File: config.mk
export PLATFORM = sky130hd
export DESIGN_NAME = fprobe_unit
export DESIGN_NICKNAME = d
export VERILOG_FILES = /design/src/rtl/fprobe_pkg.sv /design/src/rtl/fprobe_timer.sv /design/src/rtl/fprobe_fetch.sv /design/src/rtl/fprobe_unit.sv
export SDC_FILE = /design/constraint.sdc
export NUM_CORES = 1
export LEC_CHECK = 0
export ABC_AREA = 1
export BUFFER_PORTS_ARGS = -buffer_cell sky130_fd_sc_hd__buf_4
export CORE_MARGIN = 2
export CORE_UTILIZATION = 25
export CTS_CLUSTER_SIZE = 20
export DETAILED_ROUTE_END_ITERATION = 8
export GPL_TIMING_DRIVEN = 0
export PLACE_DENSITY = 0.52
export SLEW_MARGIN = 20
export SYNTH_ARGS = -nofsm -noshare
export SYNTH_HDL_FRONTEND = slang
export SYNTH_SLANG_ARGS = --single-unit
File: constraint.sdc
create_clock -name clk -period 3.8 [get_ports clk]
set_input_delay 0.38 -clock clk [delete_from_list [all_inputs] [get_ports clk]]
set_output_delay 0.38 -clock clk [all_outputs]
set_load 0.02 [all_outputs]
File: src/rtl/fprobe_pkg.sv
package fprobe_pkg;

    typedef enum logic [1:0] {
        OP_UNLOCK_A = 2'd0,
        OP_UNLOCK_B = 2'd1,
        OP_ID_ENTER = 2'd2,
        OP_ID_EXIT  = 2'd3
    } fp_op_e;

    typedef enum logic [2:0] {
        S_IDLE,
        S_CMD,
        S_WAIT,
        S_FETCH_ID,
        S_FETCH_ARR
    } fp_state_e;

    typedef enum logic [2:0] {
        F_IDLE,
        F_RD0,
        F_RD1,
        F_CONT_A,
        F_CONT_B,
        F_HOLD
    } fetch_state_e;

    // odd-parity check: 1 when the byte has an even number of ones
    function automatic logic parity_bad(input logic [7:0] b);
        return ~^b;
    endfunction

endpackage

File: src/rtl/fprobe_timer.sv
module fprobe_timer #(
    parameter int CNT_W = 32
) (
    input  logic             clk,
    input  logic             rst_n,
    input  logic             load,
    input  logic [CNT_W-1:0] load_val,
    output logic             last
);
    logic [CNT_W-1:0] cnt_d, cnt_q;

    always_comb begin
        cnt_d = cnt_q;
        if (load) begin
            cnt_d = load_val;
        end else if (cnt_q != '0) begin
            cnt_d = cnt_q - 1'b1;
        end
    end

    always_ff @(posedge clk or negedge rst_n) begin
        if (!rst_n) cnt_q <= '0;
        else        cnt_q <= cnt_d;
    end

    assign last = (cnt_q == CNT_W'(1));

    // a running count steps down by exactly one per cycle
    p_count_r8: assert property (@(posedge clk) disable iff (!rst_n)
        (cnt_q != '0 && !load) |=> cnt_q == $past(cnt_q) - 1'b1);

endmodule

File: src/rtl/fprobe_fetch.sv
module fprobe_fetch
    import fprobe_pkg::*;
#(
    parameter int          AW        = 16,
    parameter logic [7:0]  CONT_CODE = 8'h7F,
    parameter int          CONT_OFS  = 'h100
) (
    input  logic          clk,
    input  logic          rst_n,
    input  logic          run,
    output logic          rd_req,
    output logic [AW-1:0] rd_addr,
    input  logic          rd_ack,
    input  logic [7:0]    rd_data,
    output logic          done,
    output logic [15:0]   id_a,
    output logic [15:0]   id_b
);
    typedef struct packed {
        fetch_state_e st;
        logic [7:0]   b0;
        logic [7:0]   b1;
        logic [7:0]   ca;
        logic [7:0]   cb;
        logic         done;
    } fetch_regs_t;

    fetch_regs_t f_d, f_q;

    localparam logic [AW-1:0] ADDR_A  = AW'(0);
    localparam logic [AW-1:0] ADDR_B  = AW'(1);
    localparam logic [AW-1:0] ADDR_CA = AW'(CONT_OFS);
    localparam logic [AW-1:0] ADDR_CB = AW'(CONT_OFS + 1);

    always_comb begin
        f_d      = f_q;
        f_d.done = 1'b0;
        rd_req   = 1'b0;
        rd_addr  = ADDR_A;
        unique case (f_q.st)
            F_IDLE: begin
                if (run) f_d.st = F_RD0;
            end
            F_RD0: begin
                rd_req  = 1'b1;
                rd_addr = ADDR_A;
                if (rd_ack) begin
                    f_d.b0 = rd_data;
                    f_d.st = F_RD1;
                end
            end
            F_RD1: begin
                rd_req  = 1'b1;
                rd_addr = ADDR_B;
                if (rd_ack) begin
                    f_d.b1 = rd_data;
                    if (f_q.b0 == CONT_CODE) begin
                        f_d.st = F_CONT_A;
                    end else if (rd_data == CONT_CODE) begin
                        f_d.st = F_CONT_B;
                    end else begin
                        f_d.st   = F_HOLD;
                        f_d.done = 1'b1;
                    end
                end
            end
            F_CONT_A: begin
                rd_req  = 1'b1;
                rd_addr = ADDR_CA;
                if (rd_ack) begin
                    f_d.ca = rd_data;
                    if (f_q.b1 == CONT_CODE) begin
                        f_d.st = F_CONT_B;
                    end else begin
                        f_d.st   = F_HOLD;
                        f_d.done = 1'b1;
                    end
                end
            end
            F_CONT_B: begin
                rd_req  = 1'b1;
                rd_addr = ADDR_CB;
                if (rd_ack) begin
                    f_d.cb   = rd_data;
                    f_d.st   = F_HOLD;
                    f_d.done = 1'b1;
                end
            end
            F_HOLD: begin
                if (!run) f_d.st = F_IDLE;
            end
            default: f_d.st = F_IDLE;
        endcase
    end

    always_ff @(posedge clk or negedge rst_n) begin
        if (!rst_n) begin
            f_q <= '{st: F_IDLE, b0: 8'h00, b1: 8'h00, ca: 8'h00, cb: 8'h00, done: 1'b0};
        end else begin
            f_q <= f_d;
        end
    end

    assign done = f_q.done;
    assign id_a = (f_q.b0 == CONT_CODE) ? {f_q.b0, f_q.ca} : {8'h00, f_q.b0};
    assign id_b = (f_q.b1 == CONT_CODE) ? {f_q.b1, f_q.cb} : {8'h00, f_q.b1};

    // a pending read keeps its request and its address until acknowledged
    p_rd_hold_r2: assert property (@(posedge clk) disable iff (!rst_n)
        (rd_req && !rd_ack) |=> (rd_req && $stable(rd_addr)));

endmodule

File: src/rtl/fprobe_unit.sv
module fprobe_unit
    import fprobe_pkg::*;
#(
    parameter int AW            = 16,
    parameter int TIME_W        = 16,
    parameter int CNT_W         = 32,
    parameter int US_CYC        = 1,
    parameter int DFLT_ENTRY_US = 10000,
    parameter int DFLT_EXIT_US  = 40,
    parameter int GAP_US        = 10
) (
    input  logic                     clk,
    input  logic                     rst_n,
    input  logic                     start,
    input  logic signed [TIME_W-1:0] cfg_timing,
    input  logic                     long_exit,
    input  logic [15:0]              exp_mfr,
    input  logic [15:0]              exp_dev,
    output logic                     cmd_req,
    output logic [1:0]               cmd_op,
    input  logic                     cmd_ack,
    output logic                     rd_req,
    output logic [AW-1:0]            rd_addr,
    input  logic                     rd_ack,
    input  logic [7:0]               rd_data,
    output logic                     done,
    output logic                     aborted,
    output logic [15:0]              mfr_id,
    output logic [15:0]              dev_id,
    output logic                     id_match,
    output logic                     parity_err,
    output logic                     mfr_is_array,
    output logic                     dev_is_array
);
    localparam logic [CNT_W-1:0] GAP_CYC      = CNT_W'(GAP_US * US_CYC);
    localparam logic [CNT_W-1:0] DFLT_ENT_CYC = CNT_W'(DFLT_ENTRY_US * US_CYC);
    localparam logic [CNT_W-1:0] DFLT_EXT_CYC = CNT_W'(DFLT_EXIT_US * US_CYC);
    localparam logic signed [TIME_W-1:0] T_DEFAULT = -1;
    localparam logic signed [TIME_W-1:0] T_NONE    = 0;
    localparam logic [2:0] STP_ENTER      = 3'd2;
    localparam logic [2:0] STP_EXIT_LONG  = 3'd3;
    localparam logic [2:0] STP_EXIT       = 3'd5;

    typedef struct packed {
        fp_state_e        st;
        logic [2:0]       stp;
        logic [CNT_W-1:0] ent_cyc;
        logic [CNT_W-1:0] ext_cyc;
        logic             dly_en;
        logic             long_ex;
        logic [15:0]      mfr;
        logic [15:0]      dev;
        logic             par;
        logic             m_arr;
        logic             d_arr;
        logic             match;
        logic             done;
        logic             abrt;
    } ctl_regs_t;

    ctl_regs_t c_d, c_q;

    logic             tmr_load;
    logic [CNT_W-1:0] tmr_val;
    logic             tmr_last;
    logic             fetch_run;
    logic             fetch_done;
    logic [15:0]      fetch_a;
    logic [15:0]      fetch_b;
    logic [CNT_W-1:0] dly_now;
    fp_state_e        adv_st;
    logic [2:0]       adv_stp;
    fp_op_e           op_now;
    logic [CNT_W-1:0] user_cyc;

    fprobe_timer #(.CNT_W(CNT_W)) u_timer (
        .clk      (clk),
        .rst_n    (rst_n),
        .load     (tmr_load),
        .load_val (tmr_val),
        .last     (tmr_last)
    );

    fprobe_fetch #(.AW(AW)) u_fetch (
        .clk     (clk),
        .rst_n   (rst_n),
        .run     (fetch_run),
        .rd_req  (rd_req),
        .rd_addr (rd_addr),
        .rd_ack  (rd_ack),
        .rd_data (rd_data),
        .done    (fetch_done),
        .id_a    (fetch_a),
        .id_b    (fetch_b)
    );

    // command code and post-command delay for the current step
    always_comb begin
        unique case (c_q.stp)
            3'd0, 3'd3: op_now = OP_UNLOCK_A;
            3'd1, 3'd4: op_now = OP_UNLOCK_B;
            3'd2:       op_now = OP_ID_ENTER;
            default:    op_now = OP_ID_EXIT;
        endcase
        unique case (c_q.stp)
            STP_ENTER: dly_now = c_q.ent_cyc;
            STP_EXIT:  dly_now = c_q.ext_cyc;
            default:   dly_now = c_q.dly_en ? GAP_CYC : '0;
        endcase
        adv_stp = c_q.stp + 3'd1;
        if (c_q.stp == STP_ENTER)     adv_st = S_FETCH_ID;
        else if (c_q.stp == STP_EXIT) adv_st = S_FETCH_ARR;
        else                          adv_st = S_CMD;
        user_cyc = CNT_W'($unsigned(cfg_timing)) * CNT_W'(US_CYC);
    end

    always_comb begin
        c_d       = c_q;
        c_d.done  = 1'b0;
        cmd_req   = 1'b0;
        cmd_op    = OP_UNLOCK_A;
        tmr_load  = 1'b0;
        tmr_val   = '0;
        fetch_run = 1'b0;
        unique case (c_q.st)
            S_IDLE: begin
                if (start) begin
                    c_d.mfr     = '0;
                    c_d.dev     = '0;
                    c_d.par     = 1'b0;
                    c_d.m_arr   = 1'b0;
                    c_d.d_arr   = 1'b0;
                    c_d.match   = 1'b0;
                    c_d.long_ex = long_exit;
                    c_d.stp     = 3'd0;
                    c_d.abrt    = 1'b0;
                    if (cfg_timing < T_DEFAULT) begin
                        c_d.abrt = 1'b1;
                        c_d.done = 1'b1;
                    end else begin
                        c_d.st = S_CMD;
                        if (cfg_timing == T_NONE) begin
                            c_d.dly_en  = 1'b0;
                            c_d.ent_cyc = '0;
                            c_d.ext_cyc = '0;
                        end else if (cfg_timing == T_DEFAULT) begin
                            c_d.dly_en  = 1'b1;
                            c_d.ent_cyc = DFLT_ENT_CYC;
                            c_d.ext_cyc = DFLT_EXT_CYC;
                        end else begin
                            c_d.dly_en  = 1'b1;
                            c_d.ent_cyc = user_cyc;
                            c_d.ext_cyc = user_cyc;
                        end
                    end
                end
            end
            S_CMD: begin
                cmd_req = 1'b1;
                cmd_op  = op_now;
                if (cmd_ack) begin
                    if (dly_now != '0) begin
                        tmr_load = 1'b1;
                        tmr_val  = dly_now;
                        c_d.st   = S_WAIT;
                    end else begin
                        c_d.st  = adv_st;
                        c_d.stp = adv_stp;
                    end
                end
            end
            S_WAIT: begin
                if (tmr_last) begin
                    c_d.st  = adv_st;
                    c_d.stp = adv_stp;
                end
            end
            S_FETCH_ID: begin
                fetch_run = 1'b1;
                if (fetch_done) begin
                    c_d.mfr = fetch_a;
                    c_d.dev = fetch_b;
                    c_d.par = parity_bad(fetch_a[7:0]);
                    c_d.stp = c_q.long_ex ? STP_EXIT_LONG : STP_EXIT;
                    c_d.st  = S_CMD;
                end
            end
            S_FETCH_ARR: begin
                fetch_run = 1'b1;
                if (fetch_done) begin
                    c_d.m_arr = (c_q.mfr == fetch_a);
                    c_d.d_arr = (c_q.dev == fetch_b);
                    c_d.match = (c_q.mfr == exp_mfr) && (c_q.dev == exp_dev);
                    c_d.done  = 1'b1;
                    c_d.st    = S_IDLE;
                end
            end
            default: c_d.st = S_IDLE;
        endcase
    end

    always_ff @(posedge clk or negedge rst_n) begin
        if (!rst_n) begin
            c_q <= '{st: S_IDLE, stp: 3'd0, ent_cyc: '0, ext_cyc: '0, dly_en: 1'b0,
                     long_ex: 1'b0, mfr: 16'h0, dev: 16'h0, par: 1'b0, m_arr: 1'b0,
                     d_arr: 1'b0, match: 1'b0, done: 1'b0, abrt: 1'b0};
        end else begin
            c_q <= c_d;
        end
    end

    assign done         = c_q.done;
    assign aborted      = c_q.abrt;
    assign mfr_id       = c_q.mfr;
    assign dev_id       = c_q.dev;
    assign id_match     = c_q.match;
    assign parity_err   = c_q.par;
    assign mfr_is_array = c_q.m_arr;
    assign dev_is_array = c_q.d_arr;

    // command and read requests never overlap
    p_one_bus_r1: assert property (@(posedge clk) disable iff (!rst_n)
        !(cmd_req && rd_req));

    // a pending command holds its request and code until acknowledged
    p_cmd_hold_r1: assert property (@(posedge clk) disable iff (!rst_n)
        (cmd_req && !cmd_ack) |=> (cmd_req && $stable(cmd_op)));

    // completion is a single-cycle strobe
    p_done_pulse_r10: assert property (@(posedge clk) disable iff (!rst_n)
        done |=> !done);

    // a refused probe shows no bus activity on its completion cycle
    p_abort_quiet_r9: assert property (@(posedge clk) disable iff (!rst_n)
        (done && aborted) |-> (!cmd_req && !rd_req));

endmodule

# Word level (Yosys, flattened, before mapping)
# Cells that the tools add are included.
[word_totals] register_bits=178 latch_bits=0 ram_bits=0 rom_bits=0 inputBits=62 output_inout_bits=58 mem_count=0
[classes] addsub=2 mul=0 div_mod_pow=0 n_lt_le_gt_ge=1 eq_ne=36 shifts=0 n_mux=56 bitwise=1 reduce_logical=27
[ops] operator="32-bit 2-to-1 mux" n=5
[ops] operator="65-bit 2-to-1 mux" n=2
[ops] operator="110-bit 2-to-1 mux" n=1
[ops] operator="33-bit case mux with 2 select lines" n=1
[ops] operator="16-bit equality test" n=4
[ops] operator="32-bit case mux with 2 select lines" n=1
[ops] operator="32-bit nonzero test" n=2
[ops] operator="49-bit 2-to-1 mux" n=1
[ops] operator="3-bit 2-to-1 mux" n=13
[ops] operator="33-bit 2-to-1 mux" n=1
[ops] operator="32-bit by 1-bit equality test with 1-bit output, second input constant" n=1
[ops] operator="16-bit 2-to-1 mux" n=2
[ops] operator="32-bit by 1-bit subtractor with 32-bit output, second input constant" n=1
[ops] operator="9-bit case mux with 3 select lines" n=1
[ops] operator="8-bit by 7-bit equality test with 1-bit output, second input constant" n=3
[ops] operator="2-bit != test, second input constant" n=10
[ops] operator="3-bit by 2-bit equality test with 1-bit output, second input constant" n=6
[ops] operator="6-bit 2-to-1 mux" n=3
[ops] operator="3-bit case mux with 6 select lines" n=1
[ops] operator="6-bit AND reduction" n=3
[ops] operator="16-bit by 1-bit equality test with 1-bit output, second input constant" n=1
[ops] operator="16-bit logical NOT" n=1
[ops] operator="16-bit by 1-bit < comparator with 1-bit output, second input constant" n=1
[ops] operator="3-bit equality test, second input constant" n=5
[ops] operator="22 further kinds" n=53

# Longest topological paths before layout
[depth] word_depth=7 depth_mapped=15 mapped_depth_nobuf=15

# Hierarchy
# A second synthesis with hierarchy kept.
[hier_totals] cells_unflattened=1189 area_unflattened_um2=8758.4
[modules_own_cells] module="fprobe_unit" instances=1 cells_per_inst=596 area_per_inst_um2=4500.6 seq_area_each_um2=1726.7
[modules_own_cells] module="fprobe_timer" instances=1 cells_per_inst=343 area_per_inst_um2=2283.4 seq_area_each_um2=800.8
[modules_own_cells] module="fprobe_fetch" instances=1 cells_per_inst=250 area_per_inst_um2=1974.4 seq_area_each_um2=900.9

# Least setup slack after synthesis
# Ideal clock, no wire load.
[synth_path] kind="in2reg" startpoint="input cfg_timing[0]" endpoint="register c_q[78] (netlist name)" arrival_ns=1.991 t_required_ns=3.704 slack_ns=1.713 stages=9 cell_sequence="inv_1 nor4_1 nand4_1 ha_1 nand2_1 clkbuf_1 clkbuf_1 nand2_1 o31ai_1"
[synth_via] elab_chain_cells=3
[synth_rtl] element="start, declared" line="fprobe_unit.sv:15" rtl="input logic signed [TIME_W-1:0] cfg_timing,"
[synth_rtl] element="16-bit by 1-bit < comparator with 1-bit output / 16-bit by 1-bit equality test with 1-bit output (equally long branches)" line="fprobe_unit.sv:137, fprobe_unit.sv:146"
[synth_rtl] element="1-bit inverter (no line) / 49-bit 2-to-1 mux (equally long branches)"
[synth_rtl] element="3-bit AND reduction (no line) / 65-bit 2-to-1 mux (equally long branches)"
[synth_rtl] element="end signal, assigned" line="fprobe_unit.sv:204" rtl="c_q <= '{st: S_IDLE, stp: 3'd0, ent_cyc: '0, ext_cyc: '0, dly_en: 1'b0,"
[synth_rtl] element="end, declared" line="fprobe_unit.sv:61" rtl="ctl_regs_t c_d, c_q;"
# Several ways; a longest one is shown, not always the timed one.
# A chain may end at the register's enable or synchronous reset.

# Final worst setup path
[layout_path] startpoint="register c_q[104] (netlist name)" endpoint="register u_timer.cnt_q[10]"
[layout_via] elab_chain_cells=7
[layout_rtl] element="3-bit equality test / 3-bit by 2-bit equality test with 1-bit output (equally long branches)" line="fprobe_unit.sv:105" rtl="unique case (c_q.stp)"
[layout_rtl] element="32-bit case mux with 2 select lines *" line="fprobe_unit.sv:105"
[layout_rtl] element="32-bit nonzero test" line="fprobe_unit.sv:162" rtl="if (dly_now != '0) begin"
[layout_rtl] element="32-bit 2-to-1 mux / 1-bit 2-to-1 mux (equally long branches)" line="fprobe_unit.sv:162"
[layout_rtl] element="32-bit 2-to-1 mux / 1-bit 2-to-1 mux (equally long branches)" line="fprobe_unit.sv:161" rtl="if (cmd_ack) begin"
[layout_rtl] element="32-bit 2-to-1 mux / 1-bit 2-to-1 mux (equally long branches)" line="fprobe_unit.sv:125" rtl="unique case (c_q.st)"
[layout_rtl] element="32-bit 2-to-1 mux / 2-bit nonzero test (equally long branches)"
[layout_rtl] element="end signal, assigned" line="fprobe_timer.sv:23" rtl="else cnt_q <= cnt_d;"
[layout_rtl] element="end, declared" line="fprobe_timer.sv:10" rtl="logic [CNT_W-1:0] cnt_d, cnt_q;"
# Mark *: on every way between the ends. The rest lies on a longest branch, timed or not.

==> impl_metrics.toml <==
[setup_path]
crit_slowest_cell = "nor2_1"
cp.arrival_ns = 2.94
crit_top_cell = "nand2_1"
worstSetupPathType = "reg -> reg"
slowest_delay_ns = 0.53
crit_path_max_fanout = 10
crit_chain = "inv_1 > ha_1 > inv_1 > nor2_1 > nand2_1 > nand2_1 > nor2_1 > nand2_1 > nor2_1 > nand3_2 > nand3_4 > inv_2 > buf_6 > nand2_1 > nand2_1"
startpoint_type = "flop"
crit_required_ns = 4.17
end_kind = "flop"

[die]
start_util_pct = 25.5
die_w_microns = 183
die_area_sq_um = 33600
fp-row-count = 65
io_pins = 120
core_area_sq_um = 31600
dieHeight_microns = 183

[synthesis]
synth.avg_cell_area_sq_um = 7.45
synth_top_area_cell = "dfrtp_1"
ys_ff_latch = 137
ys_seq_area_share_pct = 42.7
ys_warn_count = 0
synth_compound_area_share_pct = 9.63
synth-simple-area-share_pct = 29.0
synth_ff_type = "dfrtp_1"
syn_inst = 1078
ys_types = 43
synthXorXnorAreaFrac_pct = 5.45
synth_edf_count = 0
syn_area_sq_um = 8030
yosys.area.top_type_share_pct = 42.7
synth_fa_ha_area_share_pct = 1.40
synth_area_leaders = "dfrtp_1, nand2_1, o21ai_0, inv_1, nand3_1"
synth_top_family_by_area = "simple AND/OR/NAND/NOR gates"
synthArstFlopShare_pct = 100
synthMuxAreaShare_pct = 0.140

[sta]
skew_ns = 0.00864
relSlewSlack_pct = 53.6
finalHoldViolCount = 0
setup_violations = 0
post-route-min-period_ns = 2.57
final.period_utilization_pct = 67.6
max_freq_ghz = 0.389
worst_pin_slew_ns = 0.694
whs_ns = 0.164
slew_viol_final = 0
setup_ws_ns = 1.23
tns_ns = 0
rsz0062_at_grt = "no"

[routing]
routed_wl_mm = 23.5
ant_nets = 0
dr_total_vias = 7267
firstDrtPassIters = 6
met1Wirelength_mm = 10.6
wl_met3_mm = 1.09
drtIter0Drc = 424
wl_met2_mm = 11.6
drc = 0
via_per_inst = 4.46
top_layer = "met4"
routedWlPerCell_microns = 14.4

[pwr]
p_sw_share_pct = 41.6
pwr-share-seq_pct = 35.3
net-switching-power_mw = 2.67
p_total_mw = 6.42
clkPwrFrac_pct = 24.2
p_comb_share_pct = 40.5
pwr_density_cell_nw_per_um2 = 645
leakage_nw = 5.15
irDropWorstVdd_v = 0.000398
p_int_mw = 3.75

[final_layout]
layout_commonest_cell = "nand2_1"
final_layout_size_suffix_gt1_share_pct = 17.1
nets = 1288
syn2layout_area_growth_pct = 24.0
n_fill_cell = 3443
num_antenna_cells = 0
final_cell_mix = "nand2_1, buf_4, dfrtp_1"

[grt]
grt_pass1_wl_mm = 37.4
grt_pass1_vias = 7041
grt_max_degree = 82
antenna_found_initial = 0
grt_usage_pct = 14.4
gr-total-overflow = 0

[outcome]
status = "completed"

[flow_run]
cap_violations = 0

[place]
gp_congestion = 0.843
port-buffer-count = 105
dp_slack_ns = 0.881
dp_hpwl_mm = 18.1

[clocking]
cts_sinks = 137
clk_latency_ns = 0.43
root_buffer = "clkbuf_16"
cts.path.max_buffers = 2
cts_max_level = 4
cts_tree = "yes"
clkSlewWorstSetupHoldPaths_ns = 0.06
cts_buffers = 17

[hold_path]
hp-class = "in -> reg"
-- critical path, delay by kind of cell (launching register included) --
kind | cells | cell delay (ns)
adders and majority gates | 1 | 0.23
buffers and inverters | 4 | 0.47
DFF | 1 | 0.42
and+or+nand+nor | 10 | 1.38
-- power by group through the flow --
stage / Combinational [mW] / Clock, mW / Sequential [mW]
final: 2.60 / 1.55 / 2.27
after global routing: 3.01 / 1.66 / 2.32
after CTS: 2.62 / 1.60 / 2.26
after detailed placement: 2.61 / 0 / 2.28
after global placement: 2.57 / 0 / 2.27
after floorplan: 1.92 / 0 / 2.19
-- repair_timing --
item,CTS,global route
setup buffers,0,0
hold buffers,1,0
resized for setup,0,0
hold endpoints to repair,80,0
setup endpoints to repair,0,0
-- cells by family (layout without fill, tap and decap cells) --
| group | Yosys count | after routing |
|---|---|---|
| simple gates | 544 | 544 |
| other cells | 1 | 14 |
| compound gates | 141 | 141 |
| xor+xnor | 50 | 50 |
| fa+ha+maj | 9 | 9 |
| mux | 1 | 1 |
| flops | 137 | 137 |
| buf+inv | 195 | 333 |
-- flip-flops by register name, summed over array words and instances, names as in the netlist --
signal and count:
dev_id 16, parity_err 1, u_timer.cnt_q 32, mfr_is_array 1, u_fetch.f_q 35, aborted 1, c_q 31, done 1
u_fetch.done 1, dev_is_array 1, id_match 1, mfr_id 16
-- final timing paths --
path	cells after the start	end	start	slack, ns
max	15	u_timer.cnt_q[10]	c_q[104]	1.23
min	3	c_q[38]	long_exit	0.16
max reg2reg	15	u_timer.cnt_q[10]	c_q[104]	1.23
min reg2reg	2	c_q[50]	c_q[50]	0.48
max in group asynchronous	3	u_fetch.f_q[34]	rst_n	2.54
min in group asynchronous	2	c_q[80]	rst_n	0.52
-- synthesized netlist by cell type (12+ instances only) --
cell type  number
a21oi_1        12
buf_4          47
dfrtp_1       137
inv_1         125
nand2_1       298
nand3_1        77
nand4_1        20
nor2_1        102
nor3_1         18
o21ai_0        98
xnor2_1        20
xor2_1         30
-- stage by stage --
step / instances / area [sq um] / utilization [%]
floorplan: 1091 / 8080 / -
finish: 1631 / 9960 / 31.6
global route: 1631 / 9960 / 31.6
global placement: 1598 / 9370 / 29.7
CTS: 1631 / 9960 / 31.6
detailed placement: 1599 / 9410 / 29.8
-- metal layers --
layer  vias up  global-route usage, %
li1       3690                      -
met1      3412                   18.2
met2       149                   24.8
met3        16                   3.47
met4         0                   3.33
met5         -                      0
-- final cells by class --
| cell class | instances | area, sq um | area share (%) |
|---|---|---|---|
| plain buffers | 66 | 454 | 4.56 |
| clock inverters | 9 | 75.1 | 0.754 |
| well taps | 402 | 503 | 5.05 |
| clock buffers | 22 | 464 | 4.66 |
| multi-input cells | 759 | 3710 | 37.3 |
| inverters | 129 | 484 | 4.86 |
| flip-flops and latches | 137 | 3430 | 34.4 |
| repair buffers | 107 | 833 | 8.37 |
No activity file was read; power rests on OpenSTA's default activity.
